## src/rtl/shadow_attr_pkg.sv

```systemverilog
package shadow_attr_pkg;
  localparam int unsigned DATA_W = 8;
  typedef logic [DATA_W-1:0] byte_t;

  // Register numbers whose contents drive outputs
  localparam byte_t REG_WAIT  = 8'h03;
  localparam byte_t REG_SEG_C = 8'h30;
  localparam byte_t REG_SEG_D = 8'h31;
  localparam byte_t REG_SEG_H = 8'h32;
  localparam byte_t REG_WPROT = 8'h40;
  localparam byte_t REG_CACHE = 8'h50;
  localparam byte_t REG_SMI   = 8'h5B;

  // Bit positions
  localparam int unsigned WP_C_BIT   = 7;
  localparam int unsigned WP_F_BIT   = 6;
  localparam int unsigned WP_E_BIT   = 5;
  localparam int unsigned E_RD_BIT   = 7;
  localparam int unsigned E_WR_BIT   = 6;
  localparam int unsigned F_RD_BIT   = 5;
  localparam int unsigned F_WR_BIT   = 4;
  localparam int unsigned CACHE_BIT0 = 7;
  localparam int unsigned CACHE_BIT1 = 2;
  localparam int unsigned SMI_BIT    = 5;
endpackage

```

## src/rtl/shadow_cfg_regs.sv

```systemverilog
module shadow_cfg_regs #(
  parameter int unsigned NREGS = 256,
  parameter int unsigned DW    = 8,
  localparam int unsigned IW   = $clog2(NREGS)
) (
  input  logic                      clk_i,
  input  logic                      rst_ni,
  input  logic                      idx_we_i,
  input  logic                      dat_we_i,
  input  logic [DW-1:0]             wdata_i,
  output logic [IW-1:0]             idx_o,
  output logic [NREGS-1:0][DW-1:0]  regs_o
);
  logic [IW-1:0] idx_q;

  always_ff @(posedge clk_i or negedge rst_ni) begin
    if (!rst_ni)       idx_q <= '0;
    else if (idx_we_i) idx_q <= wdata_i[IW-1:0];
  end

  for (genvar g = 0; g < NREGS; g++) begin : g_reg
    always_ff @(posedge clk_i or negedge rst_ni) begin
      if (!rst_ni)                              regs_o[g] <= '0;
      else if (dat_we_i && idx_q == IW'(g))     regs_o[g] <= wdata_i;
    end
  end

  assign idx_o = idx_q;
endmodule

```

## src/rtl/shadow_route_dec.sv

```systemverilog
module shadow_route_dec
  import shadow_attr_pkg::*;
#(
  parameter int unsigned MAW = 20,
  localparam logic [MAW-1:0] UPPER_BASE = MAW'(3) << (MAW - 2)
) (
  input  logic [MAW-1:0] addr_i,
  input  byte_t          seg_c_i,
  input  byte_t          seg_d_i,
  input  byte_t          seg_h_i,
  input  byte_t          wprot_i,
  output logic           rd_int_o,
  output logic           wr_int_o
);
  logic [1:0] blk;   // 64 KB block within upper area: C,D,E,F
  logic [1:0] seg;   // 16 KB segment within C/D
  logic       in_upper;

  assign in_upper = addr_i >= UPPER_BASE;
  assign blk      = addr_i[MAW-3:MAW-4];
  assign seg      = addr_i[MAW-5:MAW-6];

  always_comb begin
    rd_int_o = 1'b1;
    wr_int_o = 1'b1;
    if (in_upper) begin
      unique case (blk)
        2'b00: begin
          rd_int_o = seg_c_i[{seg, 1'b1}];
          // protect covers the lower two segments only
          wr_int_o = seg_c_i[{seg, 1'b0}] & ~(wprot_i[WP_C_BIT] & ~seg[1]);
        end
        2'b01: begin
          rd_int_o = seg_d_i[{seg, 1'b1}];
          wr_int_o = seg_d_i[{seg, 1'b0}];
        end
        2'b10: begin
          rd_int_o = seg_h_i[E_RD_BIT];
          wr_int_o = seg_h_i[E_WR_BIT] & ~wprot_i[WP_E_BIT];
        end
        default: begin
          rd_int_o = seg_h_i[F_RD_BIT];
          wr_int_o = seg_h_i[F_WR_BIT] & ~wprot_i[WP_F_BIT];
        end
      endcase
    end
  end
endmodule

```

## src/rtl/shadow_evt_pulse.sv

```systemverilog
module shadow_evt_pulse
  import shadow_attr_pkg::*;
(
  input  logic  clk_i,
  input  logic  rst_ni,
  input  logic  dat_we_i,
  input  byte_t idx_i,
  input  byte_t wdata_i,
  output logic  ws_upd_o,
  output logic  smi_req_o
);
  always_ff @(posedge clk_i or negedge rst_ni) begin
    if (!rst_ni) begin
      ws_upd_o  <= 1'b0;
      smi_req_o <= 1'b0;
    end else begin
      ws_upd_o  <= dat_we_i && (idx_i == REG_WAIT);
      smi_req_o <= dat_we_i && (idx_i == REG_SMI) && wdata_i[SMI_BIT];
    end
  end
endmodule

```

## src/rtl/shadow_attr_ctrl.sv

```systemverilog
module shadow_attr_ctrl
  import shadow_attr_pkg::*;
#(
  parameter int unsigned   IO_AW    = 16,
  parameter int unsigned   MAW      = 20,
  parameter int unsigned   NREGS    = 256,
  parameter logic [15:0]   IDX_PORT = 16'h00A8,
  parameter logic [15:0]   DAT_PORT = 16'h00A9
) (
  input  logic             clk_i,
  input  logic             rst_ni,
  input  logic             io_wr_i,
  input  logic [IO_AW-1:0] io_addr_i,
  input  logic [7:0]       io_wdata_i,
  output logic [7:0]       io_rdata_o,
  input  logic [MAW-1:0]   mem_addr_i,
  output logic             rd_int_o,
  output logic             wr_int_o,
  output logic             xcache_en_o,
  output logic             ws_upd_o,
  output logic             smi_req_o
);
  localparam int unsigned IW = $clog2(NREGS);

  logic                         hit_idx, hit_dat;
  logic [IW-1:0]                idx;
  logic [NREGS-1:0][DATA_W-1:0] regs;
  byte_t                        idx_b;

  assign hit_idx = io_addr_i == IO_AW'(IDX_PORT);
  assign hit_dat = io_addr_i == IO_AW'(DAT_PORT);
  assign idx_b   = DATA_W'(idx);

  shadow_cfg_regs #(.NREGS(NREGS), .DW(DATA_W)) u_regs (
    .clk_i    (clk_i),
    .rst_ni   (rst_ni),
    .idx_we_i (io_wr_i & hit_idx),
    .dat_we_i (io_wr_i & hit_dat),
    .wdata_i  (io_wdata_i),
    .idx_o    (idx),
    .regs_o   (regs)
  );

  shadow_route_dec #(.MAW(MAW)) u_dec (
    .addr_i   (mem_addr_i),
    .seg_c_i  (regs[REG_SEG_C]),
    .seg_d_i  (regs[REG_SEG_D]),
    .seg_h_i  (regs[REG_SEG_H]),
    .wprot_i  (regs[REG_WPROT]),
    .rd_int_o (rd_int_o),
    .wr_int_o (wr_int_o)
  );

  shadow_evt_pulse u_evt (
    .clk_i     (clk_i),
    .rst_ni    (rst_ni),
    .dat_we_i  (io_wr_i & hit_dat),
    .idx_i     (idx_b),
    .wdata_i   (io_wdata_i),
    .ws_upd_o  (ws_upd_o),
    .smi_req_o (smi_req_o)
  );

  assign io_rdata_o  = hit_dat ? regs[idx] : 8'hFF;
  assign xcache_en_o = regs[REG_CACHE][CACHE_BIT0] | regs[REG_CACHE][CACHE_BIT1];
endmodule

```

## config.mk

```make
export PLATFORM = sky130hd
export DESIGN_NAME = shadow_attr_ctrl
export DESIGN_NICKNAME = d
export VERILOG_FILES = /design/src/rtl/shadow_attr_pkg.sv /design/src/rtl/shadow_cfg_regs.sv /design/src/rtl/shadow_route_dec.sv /design/src/rtl/shadow_evt_pulse.sv /design/src/rtl/shadow_attr_ctrl.sv
export SDC_FILE = /design/constraint.sdc
export NUM_CORES = 2
export LEC_CHECK = 0
export BUFFER_PORTS_ARGS = -buffer_cell sky130_fd_sc_hd__buf_2
export CAP_MARGIN = 20
export CORE_MARGIN = 3
export CORE_UTILIZATION = 58
export DETAILED_ROUTE_END_ITERATION = 8
export PLACE_DENSITY = 0.77
export SYNTH_ARGS = -nofsm -noshare
export SYNTH_HDL_FRONTEND = slang
export SYNTH_SLANG_ARGS = --single-unit
```

## constraint.sdc

```tcl
create_clock -name clk_i -period 2.8 [get_ports clk_i]
set_input_delay 0.28 -clock clk_i [delete_from_list [all_inputs] [get_ports clk_i]]
set_output_delay 0.28 -clock clk_i [all_outputs]
set_load 0.05 [all_outputs]
```

-- Word level (Yosys, flattened, before mapping)
Index checks and enable logic that the tools add are counted.
- add/subtract/negate cells: 0
- muxes and demuxes: 15
- $lt $le $gt $ge: 4
- reduce and logical (&&, ||, !) cells: 259
- shift operators: 0
- equality and inequality tests: 259
- bitwise gates (word level): 11
- $mul: 0
- div/mod/pow operators: 0
- operator list (kind ; count):
    $eq A8 B8 Y1 const B ; 128
    $eq A8 B7 Y1 const B ; 64
    $logic_and A1 B1 Y1 ; 257
    $eq A8 B6 Y1 const B ; 32
    $eq A8 B5 Y1 const B ; 16
    $bmux W8 S8 ; 1
    $eq A8 B4 Y1 const B ; 8
    $eq A16 B8 Y1 const B ; 2
    $eq A8 B3 Y1 const B ; 4
    $ge A20 B20 Y1 const B ; 1
    $eq A8 B2 Y1 const B ; 2
    $mux W8 ; 2
    $lt A8 B9 Y1 const B ; 1
    $bmux W1 S2 ; 4
    $eq A8 B1 Y1 const B ; 1
    $logic_not A8 Y1 ; 1
    $lt A3 B4 Y1 const B ; 2
    $and A1 B1 Y1 ; 6
    $mux W1 ; 6
    $pmux W1 S3 ; 2
    $not A1 Y1 ; 4
    $eq A2 B1 Y1 const B ; 1
    $eq A2 B2 Y1 const B ; 1
    $logic_not A2 Y1 ; 1
    $or A1 B1 Y1 ; 1
- output and inout bits: 13
- bits in latches: 0
- word-level logic and storage cells: 807
- register bits after elaboration: 2058
- bits in writable memories: 0
- memories kept: 0
- bits of input ports: 47
- ROM bits: 0

-- Logic depth before layout (Yosys ltp)
- depth after elaboration: 6
- depth in mapped cells: 13
- mapped depth without buffers: 6

-- By module
From an unflattened synthesis, not the netlist that was laid out.
- cells, all modules: 6638
- area, all modules: 97760.0 um^2
- modules (own cells, without submodules) (module ; times used ; cells each ; area each (um^2)):
    shadow_cfg_regs ; 1 ; 4758 ; 79470.0
    shadow_attr_ctrl ; 1 ; 1856 ; 18013.5
    shadow_route_dec ; 1 ; 16 ; 190.2
    shadow_evt_pulse ; 1 ; 8 ; 86.3

-- Worst setup path before layout
Ideal clock, no wire load.
- path kind: register -> output
- from: register u_regs.idx_q[0] (netlist: u_regs.idx_o[0])
- to: output port io_rdata_o[4]
- arrival: 3.939 ns
- required time: 2.520 ns
- setup slack: -1.419 ns
- cell stages (with the launch flop): 13
- path through: dfrtp_1 > buf_6 > buf_6 > buf_4 > buf_4 > buf_4 > buf_4 > buf_2 > nand2_1 > a31oi_1 > nand3_1 > and3_1 > o311ai_0
- cells in the longest elaborated chain, start to end: 3
- RTL lines (what ; line ; text):
    from (decl) ; shadow_cfg_regs.sv:14 ; logic [IW-1:0] idx_q;
    from (signal assigned) ; shadow_cfg_regs.sv:18 ; else if (idx_we_i) idx_q <= wdata_i[IW-1:0];
    $bmux W8 S8 ; shadow_attr_ctrl.sv:64 ; assign io_rdata_o = hit_dat ? regs[idx] : 8'hFF;
    $mux W8 (not written as such) ; shadow_attr_ctrl.sv:64 ;
    $mux W8 ; shadow_attr_ctrl.sv:64 ;
    to (decl) ; shadow_attr_ctrl.sv:15 ; output logic [7:0] io_rdata_o,
No other way between the ends. The select of a mux whose other input is x is not followed.

-- Final worst setup path
- from: register u_regs.idx_q[0] (netlist: u_regs.idx_o[0])
- to: output port io_rdata_o[2]
Same word-level chain as after synthesis.

==> impl_metrics.ini <==
[die]
rows = 147
core_area_mm2 = 0.161
die_x_um = 408
dieArea_mm2 = 0.167
start_util_pct = 58.4
die_h_um = 408
io_pins = 60

[setup_path]
crit_path_start_kind = flop
max_stage_delay_ns = 0.53
crit_family = buffers and inverters
cp_cell_sequence = buf_12 > buf_12 > buf_4 > buf_6 > buf_12 > buf_12 > mux4_2 > mux4_2 > a22oi_2 > buf_6 > and4_4 > nand4_1 > buf_6 > buf_8
path_class = flop to output pin
worstPathArrival_ns = 4.20
cp-end-kind = output pin
critical_path_required_ns = 2.52
worst-path-max-fanout = 6
crit_top_cell = buf_12
crit_slowest_cell = mux4_2
crit_buf_inv = 9

[timing]
fin_crit_sh_pct = 160
drv_slew = 0
fin_worst_hold_slack_ns = 0.0869
maxSlewHeadroom_pct = 31.4
max_slew.worst_pin.slew_ns = 1.03
fin_crit_ns = 4.48
rsz0062_at_grt = true
finalHoldViolations = 0
skew_ns = 0.0517
setup_viol = 392
fmax_ghz = 0.223
worst_slack_ns = -1.68

[yosys]
yosys.area.top_type = dfrtp_1
avgSynthCellArea_um2 = 16.1
yosysWarningCount = 0
synth_cell_types = 57
yosysTopAreaCellShare_pct = 54.8
netlist_area_mm2 = 0.0939
synth_seq_cells = 2058
syn-num-nets = 5882
syn_inst = 5835
synth_flop_cell = dfrtp_1
synth-async-reset-ratio_pct = 100
synth_edf_count = 0
ys_seq_area_share_pct = 54.8
netlist_top_cells_area = dfrtp_1 55%, mux2_2 25%, mux4_2 13%

[global_routing]
grt_overflow = 0
grt_pass1_vias = 61700
grt_util_met3_pct = 8.24
met2_usage_pct = 49.5
grt.total_usage_pct = 32.4
use_met1_pct = 44.6
top_usage_layer = met2
grt_pass1_wl_um = 405000
grt_max_degree = 154
antenna_found_initial = 6

[pwr]
power_mw = 59.5
p_per_area_mw_per_mm2 = 522
p_leak_nw = 54.2
peakVddDrop_uv = 659

[cts]
cts_made_buffers = 208
htree_levels = 4
cts.clk_slew.worst_paths_ns = 0.06
cts.sinks = 2058
clock_latency_ns = 0.83
clockBufferDepth = 3
root_buffer = clkbuf_16
cts_tree = done

[cells_and_area]
fill_cells = 9879
final_nets = 6641
mostFrequentLayoutCells = 2,053 x dfrtp_1, 2,039 x mux2_2, 602 x buf_4, 566 x mux4_2, 241 x buf_12
drive_gt1_share_pct = 62.5
area_delta_synth_final_pct = 21.4
layout_commonest_cell = dfrtp_1
final_area_mm2 = 0.114

[drt]
drc = 0
vias_per_cell = 6.53
wirelength_um = 269000
drt-pass1-iter-count = 5
routedWlPerCell_um = 30.2
drtAntennaViolNets = 0
drt_iter0_markers = 5380
num_vias = 58300

[status]
violations = setup timing
status = finished, violations left

[placed_design]
placed_cell_area_mm2 = 0.104
gp_congestion = 0.907
hpwlAfterDp_um = 176000
io_buffers = 45

[worst_hold_path]
hold_class = primary input to flop

[job]
maxCapViolations = 0
[report_power, final]
| part | total [mW] | switching [mW] | internal [mW] | leakage (nW) |
|---|---|---|---|---|
| clock network | 28.4 | 11.9 | 16.5 | 3.45 |
| registers | 29.7 | 0.000121 | 29.7 | 28.8 |
| logic | 1.38 | 1.16 | 0.215 | 22.0 |
| total | 59.5 | 13.1 | 46.4 | 54.2 |
[cells in the mapped netlist, types with 20 or more instances]
cell / n
a22oi_1: 46
buf_1: 37
buf_2: 82
buf_4: 36
clkbuf_1: 286
dfrtp_1: 2058
mux2_2: 2062
mux2i_1: 85
mux4_2: 563
nand2_1: 100
nand3_1: 23
nor2_1: 68
nor2_2: 145
o22ai_1: 20
[registers in the layout, indices dropped and copies added (netlist names)]
name             cells
u_evt.smi_req_o      1
u_evt.ws_upd_o       1
u_regs.idx_o         8
u_regs.regs_o     2048
[path summary, 6_finish.rpt]
path	startpoint	to	slack (ns)	depth (start not counted)
max	u_regs.idx_o[0]	io_rdata_o[2]	-1.68	14
min reg2reg	u_regs.regs_o[82]	u_regs.regs_o[82]	0.50	1
max reg2reg	u_regs.idx_o[0]	u_regs.regs_o[25]	-0.09	14
max in group asynchronous	rst_ni	u_regs.regs_o[1020]	1.00	4
min in group asynchronous	rst_ni	u_regs.regs_o[2020]	0.55	3
min	io_addr_i[0]	u_regs.idx_o[0]	0.09	4
[metrics by stage]
step	setup TNS (ns)	instances	setup slack, ns	utilization (%)
after floorplan	-1.22	5835	-0.187	-
after global placement	-152.52	8450	-1.13	65.0
after detailed placement	-200.63	8450	-1.13	65.0
after CTS	-43.06	8879	-1.56	70.4
after global routing	-69.45	8914	-1.73	70.9
final	-21.85	8920	-1.68	70.9
[kinds of logic (layout without fill, tap and decap cells)]
group	after synthesis	after routing	synth area share, %
simple gates	454	454	2.59
mux	2713	2713	39.2
other cells	0	6	0
compound gates	158	158	1.28
buf+inv	452	1371	2.12
flops	2058	2058	54.8
[worst reg2reg max path, cell delays in order, from the launching register on]
cell and delay, ns:
dfrtp_4 0.50, buf_12 0.16, buf_12 0.14, buf_6 0.11, buf_12 0.14, buf_8 0.13
buf_6 0.13, and2_4 0.15, buf_6 0.11, buf_6 0.13, nand4_1 0.17, buf_4 0.33
nor2_2 0.11, buf_12 0.20, mux2_2 0.27
[area by class of cell]
type / count / area [um^2] / area share (%)
Antenna cell: 6 / 15.0 / 0.0132
Clock buffer: 307 / 6150 / 5.40
Clock inverter: 63 / 852 / 0.747
Inverter: 4 / 15.0 / 0.0132
Multi-Input combinational cell: 3325 / 41400 / 36.3
Sequential cell: 2058 / 51500 / 45.2
Tap cell: 2160 / 2700 / 2.37
Timing Repair Buffer: 997 / 11400 / 9.96
[timing repair]
item / CTS / global route
gates resized for setup: 210 / 154
hold buffers: 3 / 0
setup endpoints to repair: 1160 / 1268
setup buffers: 47 / 43
pin swaps: 35 / 34
cloned: 12 / 4
endpoints found under the hold margin: 1018 / 0
[layer usage]
layer  routed length [um]  vias to the layer above
met5                   20                        -
li1                     -                    23500
met4                12500                        2
met2               125000                     2479
met1               108000                    31600
met3                23800                      643
No activity file was read; power rests on OpenSTA's default activity.
